**config.mk**
```make
export PLATFORM = sky130hd
export DESIGN_NAME = uart_frame_tx
export DESIGN_NICKNAME = d
export VERILOG_FILES = /design/src/rtl/uft_pkg.sv /design/src/rtl/uft_cfg_reg.sv /design/src/rtl/uft_frame_build.sv /design/src/rtl/uft_shifter.sv /design/src/rtl/uart_frame_tx.sv
export SDC_FILE = /design/constraint.sdc
export NUM_CORES = 1
export LEC_CHECK = 0
export ABC_AREA = 1
export BUFFER_PORTS_ARGS = -buffer_cell sky130_fd_sc_hd__buf_2
export CAP_MARGIN = 20
export CELL_PAD_IN_SITES_DETAIL_PLACEMENT = 0
export CELL_PAD_IN_SITES_GLOBAL_PLACEMENT = 1
export CORE_MARGIN = 4
export CORE_UTILIZATION = 40
export CTS_BUF_LIST = sky130_fd_sc_hd__clkbuf_16
export CTS_CLUSTER_SIZE = 8
export DETAILED_ROUTE_END_ITERATION = 10
export PLACE_DENSITY = 0.81
export SETUP_SLACK_MARGIN = 0.05
export SKIP_CTS_REPAIR_TIMING = 1
export SYNTH_ARGS = -nofsm -noshare
export SYNTH_HDL_FRONTEND = slang
export SYNTH_SLANG_ARGS = --single-unit
```
**constraint.sdc**
```tcl
create_clock -name clk -period 2.5 [get_ports clk]
set_clock_uncertainty 0.2 [all_clocks]
set_input_delay 0.125 -clock clk [delete_from_list [all_inputs] [get_ports clk]]
set_output_delay 0.125 -clock clk [all_outputs]
set_load 0.01 [all_outputs]
```
**src/rtl/uft_pkg.sv**
```systemverilog
package uft_pkg;
  localparam int MAX_DATA = 8;
  localparam int FRAME_W  = 1 + MAX_DATA + 1 + 2;
  localparam int CNT_W    = $clog2(FRAME_W + 1);

  typedef enum logic [1:0] {
    PAR_NONE = 2'b00,
    PAR_ZERO = 2'b01,
    PAR_ODD  = 2'b10,
    PAR_EVEN = 2'b11
  } par_mode_e;

  // Packed from bit 7 down to bit 0.
  typedef struct packed {
    par_mode_e par;
    logic      two_stop;
    logic      msb_first;
    logic      len8;
    logic      rx_en;
    logic      tx_en;
    logic      pwr_en;
  } cfg_t;
endpackage

```
**src/rtl/uft_cfg_reg.sv**
```systemverilog
module uft_cfg_reg
  import uft_pkg::*;
(
  input  logic       clk,
  input  logic       rst_n,
  input  logic       we,
  input  logic [7:0] wdata,
  output cfg_t       cfg_q,
  output logic       locked
);
  cfg_t cfg_d;
  cfg_t wr;

  assign wr     = cfg_t'(wdata);
  assign locked = cfg_q.pwr_en & (cfg_q.tx_en | cfg_q.rx_en);

  always_comb begin
    cfg_d = cfg_q;
    if (we) begin
      cfg_d.pwr_en = wr.pwr_en;
      cfg_d.tx_en  = wr.tx_en;
      cfg_d.rx_en  = wr.rx_en;
      if (!locked) begin
        cfg_d.len8      = wr.len8;
        cfg_d.msb_first = wr.msb_first;
        cfg_d.two_stop  = wr.two_stop;
        cfg_d.par       = wr.par;
      end
    end
  end

  always_ff @(posedge clk or negedge rst_n) begin
    if (!rst_n) cfg_q <= '0;
    else        cfg_q <= cfg_d;
  end

  // shape fields frozen under lock
  a_r8_fields_locked: assert property (@(posedge clk) disable iff (!rst_n)
    (we && locked) |=> $stable(cfg_q[7:3]));

  // enables always writable
  a_r8_enables_follow: assert property (@(posedge clk) disable iff (!rst_n)
    we |=> (cfg_q[2:0] == $past(wdata[2:0])));
endmodule

```
**src/rtl/uft_frame_build.sv**
```systemverilog
module uft_frame_build
  import uft_pkg::*;
#(
  parameter int DW = MAX_DATA,
  parameter int FW = FRAME_W,
  parameter int CW = CNT_W
) (
  input  logic [DW-1:0] data,
  input  logic          len8,
  input  logic          msb_first,
  input  logic          two_stop,
  input  par_mode_e     par,
  output logic [FW-1:0] frame,
  output logic [CW-1:0] nbits
);
  logic [DW-1:0] masked;
  logic [DW-1:0] rev_full;
  logic [DW-1:0] rev_short;
  logic [DW-1:0] ordered;
  logic          pbit;

  assign masked = len8 ? data : {1'b0, data[DW-2:0]};

  for (genvar j = 0; j < DW; j++) begin : g_rev
    assign rev_full[j] = data[DW-1-j];
    if (j < DW - 1) begin : g_short
      assign rev_short[j] = data[DW-2-j];
    end else begin : g_pad
      assign rev_short[j] = 1'b0;
    end
  end

  assign ordered = msb_first ? (len8 ? rev_full : rev_short) : masked;

  always_comb begin
    unique case (par)
      PAR_ODD:  pbit = ~^masked;
      PAR_EVEN: pbit = ^masked;
      default:  pbit = 1'b0;
    endcase
  end

  always_comb begin
    int dlen;
    int total;
    dlen     = len8 ? DW : DW - 1;
    frame    = '1;
    frame[0] = 1'b0;
    for (int j = 0; j < DW; j++) begin
      if (j < dlen) frame[1+j] = ordered[j];
    end
    total = 1 + dlen + (two_stop ? 2 : 1);
    if (par != PAR_NONE) begin
      frame[1+dlen] = pbit;
      total         = total + 1;
    end
    nbits = CW'(total);
  end
endmodule

```
**src/rtl/uft_shifter.sv**
```systemverilog
module uft_shifter
  import uft_pkg::*;
#(
  parameter int FW = FRAME_W,
  parameter int CW = CNT_W
) (
  input  logic          clk,
  input  logic          rst_n,
  input  logic          start,
  input  logic [FW-1:0] frame_in,
  input  logic [CW-1:0] nbits_in,
  input  logic          tick,
  output logic          busy,
  output logic          line
);
  logic          busy_q, busy_d;
  logic          wait_q, wait_d;
  logic          line_q, line_d;
  logic [FW-1:0] sh_q, sh_d;
  logic [CW-1:0] rem_q, rem_d;

  always_comb begin
    busy_d = busy_q;
    wait_d = wait_q;
    line_d = line_q;
    sh_d   = sh_q;
    rem_d  = rem_q;
    if (start) begin
      busy_d = 1'b1;
      wait_d = 1'b1;
      line_d = 1'b1;
      sh_d   = frame_in;
      rem_d  = nbits_in;
    end else if (busy_q && tick) begin
      if (!wait_q && rem_q == '0) begin
        busy_d = 1'b0;
        line_d = 1'b1;
      end else begin
        wait_d = 1'b0;
        line_d = sh_q[0];
        sh_d   = {1'b1, sh_q[FW-1:1]};
        rem_d  = rem_q - 1'b1;
      end
    end
  end

  always_ff @(posedge clk or negedge rst_n) begin
    if (!rst_n) begin
      busy_q <= 1'b0;
      wait_q <= 1'b0;
      line_q <= 1'b1;
      sh_q   <= '1;
      rem_q  <= '0;
    end else begin
      busy_q <= busy_d;
      wait_q <= wait_d;
      line_q <= line_d;
      sh_q   <= sh_d;
      rem_q  <= rem_d;
    end
  end

  assign busy = busy_q;
  assign line = line_q;

  // idle line is high
  a_r1_idle_high: assert property (@(posedge clk) disable iff (!rst_n)
    !busy_q |-> line_q);

  // first tick of a frame drives the start bit
  a_r2_start_low: assert property (@(posedge clk) disable iff (!rst_n)
    (busy_q && wait_q && tick) |=> !line_q);

  // line holds between ticks
  a_r2_hold: assert property (@(posedge clk) disable iff (!rst_n)
    (busy_q && !tick) |=> $stable(line_q));

  // remaining count stays in range
  a_r7_count_bound: assert property (@(posedge clk) disable iff (!rst_n)
    rem_q <= CW'(FW));
endmodule

```
**src/rtl/uart_frame_tx.sv**
```systemverilog
module uart_frame_tx
  import uft_pkg::*;
(
  input  logic       clk,
  input  logic       rst_n,
  input  logic       cfg_we,
  input  logic [7:0] cfg_wdata,
  output logic [7:0] cfg_rdata,
  input  logic       bit_tick,
  input  logic [7:0] tx_data,
  input  logic       tx_load,
  output logic       tx_busy,
  output logic       tx_line
);
  cfg_t                cfg;
  logic                locked;
  logic                accept;
  logic [FRAME_W-1:0]  frame;
  logic [CNT_W-1:0]    nbits;

  uft_cfg_reg u_cfg (
    .clk    (clk),
    .rst_n  (rst_n),
    .we     (cfg_we),
    .wdata  (cfg_wdata),
    .cfg_q  (cfg),
    .locked (locked)
  );

  uft_frame_build #(.DW(MAX_DATA), .FW(FRAME_W), .CW(CNT_W)) u_build (
    .data      (tx_data),
    .len8      (cfg.len8),
    .msb_first (cfg.msb_first),
    .two_stop  (cfg.two_stop),
    .par       (cfg.par),
    .frame     (frame),
    .nbits     (nbits)
  );

  assign accept = tx_load & ~tx_busy & cfg.pwr_en & cfg.tx_en;

  uft_shifter #(.FW(FRAME_W), .CW(CNT_W)) u_shift (
    .clk      (clk),
    .rst_n    (rst_n),
    .start    (accept),
    .frame_in (frame),
    .nbits_in (nbits),
    .tick     (bit_tick),
    .busy     (tx_busy),
    .line     (tx_line)
  );

  assign cfg_rdata = cfg;

  // load with channel disabled leaves the block idle
  a_r10_disabled_ignore: assert property (@(posedge clk) disable iff (!rst_n)
    (tx_load && !tx_busy && !(cfg_rdata[0] && cfg_rdata[1])) |=> !tx_busy);

  // busy frame is never restarted by a load
  a_r7_no_restart: assert property (@(posedge clk) disable iff (!rst_n)
    (tx_busy && tx_load && !bit_tick) |=> (tx_busy && $stable(tx_line)));
endmodule

```
==> impl_results.md <==
- Status: complete, but fails checks
- Failing checks: hold timing
- WHS Endpoint: u_shift.line
- Crit Reg-Reg Endpoint: u_shift.rem_q[3]
- Share of the synthesized area in the top cell type: 21.57%
- Power share of the clock group: 20.1%
- Hold_ws: -25.57 ps
- Final setup margin: 506.2 ps
- Top post-synthesis cells by area: dfrtp_1 (22%), dfstp_2 (18%), nand2_1 (7.9%)
- First-pass GRT wire length: 5844 um
- Max-slew headroom: 62.61%
- Average cell area after synthesis: 8.202 um^2
- IO Pins: 31
- RSZ-0062 raised after global routing: no
- Final hold vios: 1
- Pre-CTS WS: 515.2 ps
- CTS tree: built
- 1st-iter DRT viols: 75
- Critical path arrival: 1920 ps
- Max-slew violations: 0
- Placer congestion estimate: 0.7842
- Rows: 22
- Port bufs: 30
- Drc violations: 0
- Maxcap violations: 0
- CP Max Fanout: 13
- Slew @ Worst Pin: 560.9 ps
- PD cells: 893.4 nW/um^2
- Post-Route WL: 3553 um
- Clock sink total: 25
- Switching Fraction: 37.24%
- Drt pass-1 iters: 4
- Final core utilization: 51.38%
- NetSw: 649.3 uW
- Nets@finish: 263
- Reg power frac: 41.5%
- H-tree level count: 1
- Most common cell after layout, fill and taps aside: nand2_1
- Finished Cell Area: 1952 um^2
- Synth Register Bits: 25
- Comb pwr share: 38.3%
- Syn Inst Count: 198
- Asr flop ratio synth: 100.0%
- Fin crit period: 1994 ps
- EDFF count, synth: 0
- Grt ovf: 0
- Worst vdd ir: 0.4405 mV
- Clock transition at the registers of the reported paths: 60 ps
- Skew-Pair Late Insertion Delay: 260 ps
- FF-to-FF Start: u_cfg.cfg_q[3]
- Post-synth top flop: dfrtp_1
- Die ar.: 5144 um^2
- Core Area: 3799 um^2
- Placed Area: 1753 um^2
- Max Freq: 501.6 MHz
- CTS max path bufs: 2
- Worst R2R Path Depth: 4
- Cell variety after synth: 34
- Starting Density: 42.75%
- GRT Overall Usage: 13.82%
- Netlist Area Pre-Place: 1624 um^2
- Critical path capture point type: register
- Hold Startpoint: bit_tick
- Nature of the critical path startpoint: register
- Chip width: 71.72 um
- DR vias/cell: 4.929
- Cell taking the most area after synthesis: dfrtp_1
- DP Wirelength: 2622 um
- ANT cells: 0
- Final Setup Violations: 0
- Most frequent cells in the layout: nand2_1 (34), buf_2 (30), o21ai_0 (23)
- Routed len/inst: 12.55 um
- Largest net degree at the start of global routing: 26
- Hold path depth: 3
- Initial antenna violation count: 0
- Layout cells sized above 1: 30.64%
- Reg2Reg Setup Slack: 510 ps
- Post-synthesis sequential area ratio: 39.37%
- Pleak: 0.0009222 uW
- Worst EP required: 2430 ps
- Int Pwr: 1094 uW
- Number of global-route vias before repair: 1295
- Tcrit/Tclk final: 79.75%
- HP Class: in2reg
- Syn_nets: 225
- Area grow syn2layout: 20.18%
- WS Path Type: reg2reg
- Root Driver: clkbuf_16
- Clock buffers created by TritonCTS: 3
- Vias: 1395
- Setup TNS: 0 ps
- Post-route ant nets: 0
- Ys Warns: 0
- Die height: 71.72 um
cells in the mapped netlist, types with 4 or more instances:
library cell / count
nand3_1: 8
ha_1: 6
dfrtp_1: 14
inv_2: 8
nor2_1: 12
inv_1: 16
nand2_1: 34
a21oi_1: 22
mux2_2: 4
o21ai_0: 23
a21oi_2: 4
dfstp_2: 11
o21ai_1: 4
power by group through the flow:
stage / sequential, uW / clock (uW) / combinational (uW)
finish: 725 / 351 / 669
global route: 746 / 382 / 765
CTS: 725 / 359 / 657
detailed placement: 729 / 0 / 655
global placement: 730 / 0 / 648
floorplan: 713 / 0 / 538
layer usage:
layer | wire (um) | part of all wire (%) | GRT usage [%]
met1 | 1813 | 51 | 20.39
met2 | 1545 | 43 | 20.61
met3 | 182 | 5.1 | 3.647
met4 | 10 | 0.28 | 1.879
met5 | 0 | 0 | 0
flip-flops by register name (all words and copies together), names as in the netlist:
register and count:
u_cfg.cfg_q 8, u_shift.busy 1, u_shift.line 1, u_shift.rem_q 4
u_shift.sh_q 10, u_shift.wait_q 1
critical path, cell delays in order, from the launching register on:
cell	delay, ps
dfrtp_1	570
inv_2	180
ha_1	350
o41ai_1	430
a31oi_2	130
stage by stage:
stage	hold slack (ps)	cells	power [uW]
after floorplan	-370.6	198	1251
after detailed placement	-46.34	267	1384
after global placement	-46.27	267	1378
final	-25.57	283	1744
after CTS	-324.8	271	1741
after global routing	7.526	283	1893
final cells by class:
| cell class | count | area (um^2) |
|---|---|---|
| multi-input combinational | 139 | 807.0 |
| sequential | 25 | 639.4 |
| clock buffer | 3 | 75.07 |
| fill | 387 | 1847 |
| clock inverter | 1 | 3.754 |
| tap | 48 | 60.06 |
| inverter | 25 | 96.34 |
| timing repair buffer | 42 | 270.3 |
logic make-up after synthesis:
| logic type | after synthesis | share of synthesized area (%) |
|---|---|---|
| AND/OR/NAND/NOR | 65 | 19.03 |
| AO/OA/AOI/OAI | 63 | 22.73 |
| buffers and inverters | 34 | 10.94 |
| flip-flops | 25 | 39.37 |
| adder cells (fa/ha/maj) | 6 | 4.622 |
| multiplexers | 4 | 2.773 |
| XOR/XNOR | 1 | 0.5394 |
worst max-delay path by stage:
stage | cells past startpoint | slack [ps] | startpoint | endpoint
4_1_cts | 4 | 480 | u_cfg.cfg_q[3] | u_shift.rem_q[3]
3_5_place_dp | 4 | 520 | u_cfg.cfg_q[3] | u_shift.rem_q[3]
3_3_place_gp | 4 | 580 | u_cfg.cfg_q[3] | u_shift.rem_q[3]
5_1_grt | 4 | 340 | u_cfg.cfg_q[3] | u_shift.rem_q[3]
2_1_floorplan | 6 | 640 | u_cfg.cfg_q[3] | u_shift.rem_q[3]
6_report | 4 | 510 | u_cfg.cfg_q[3] | u_shift.rem_q[3]
Power figures use the tool's default switching activity.
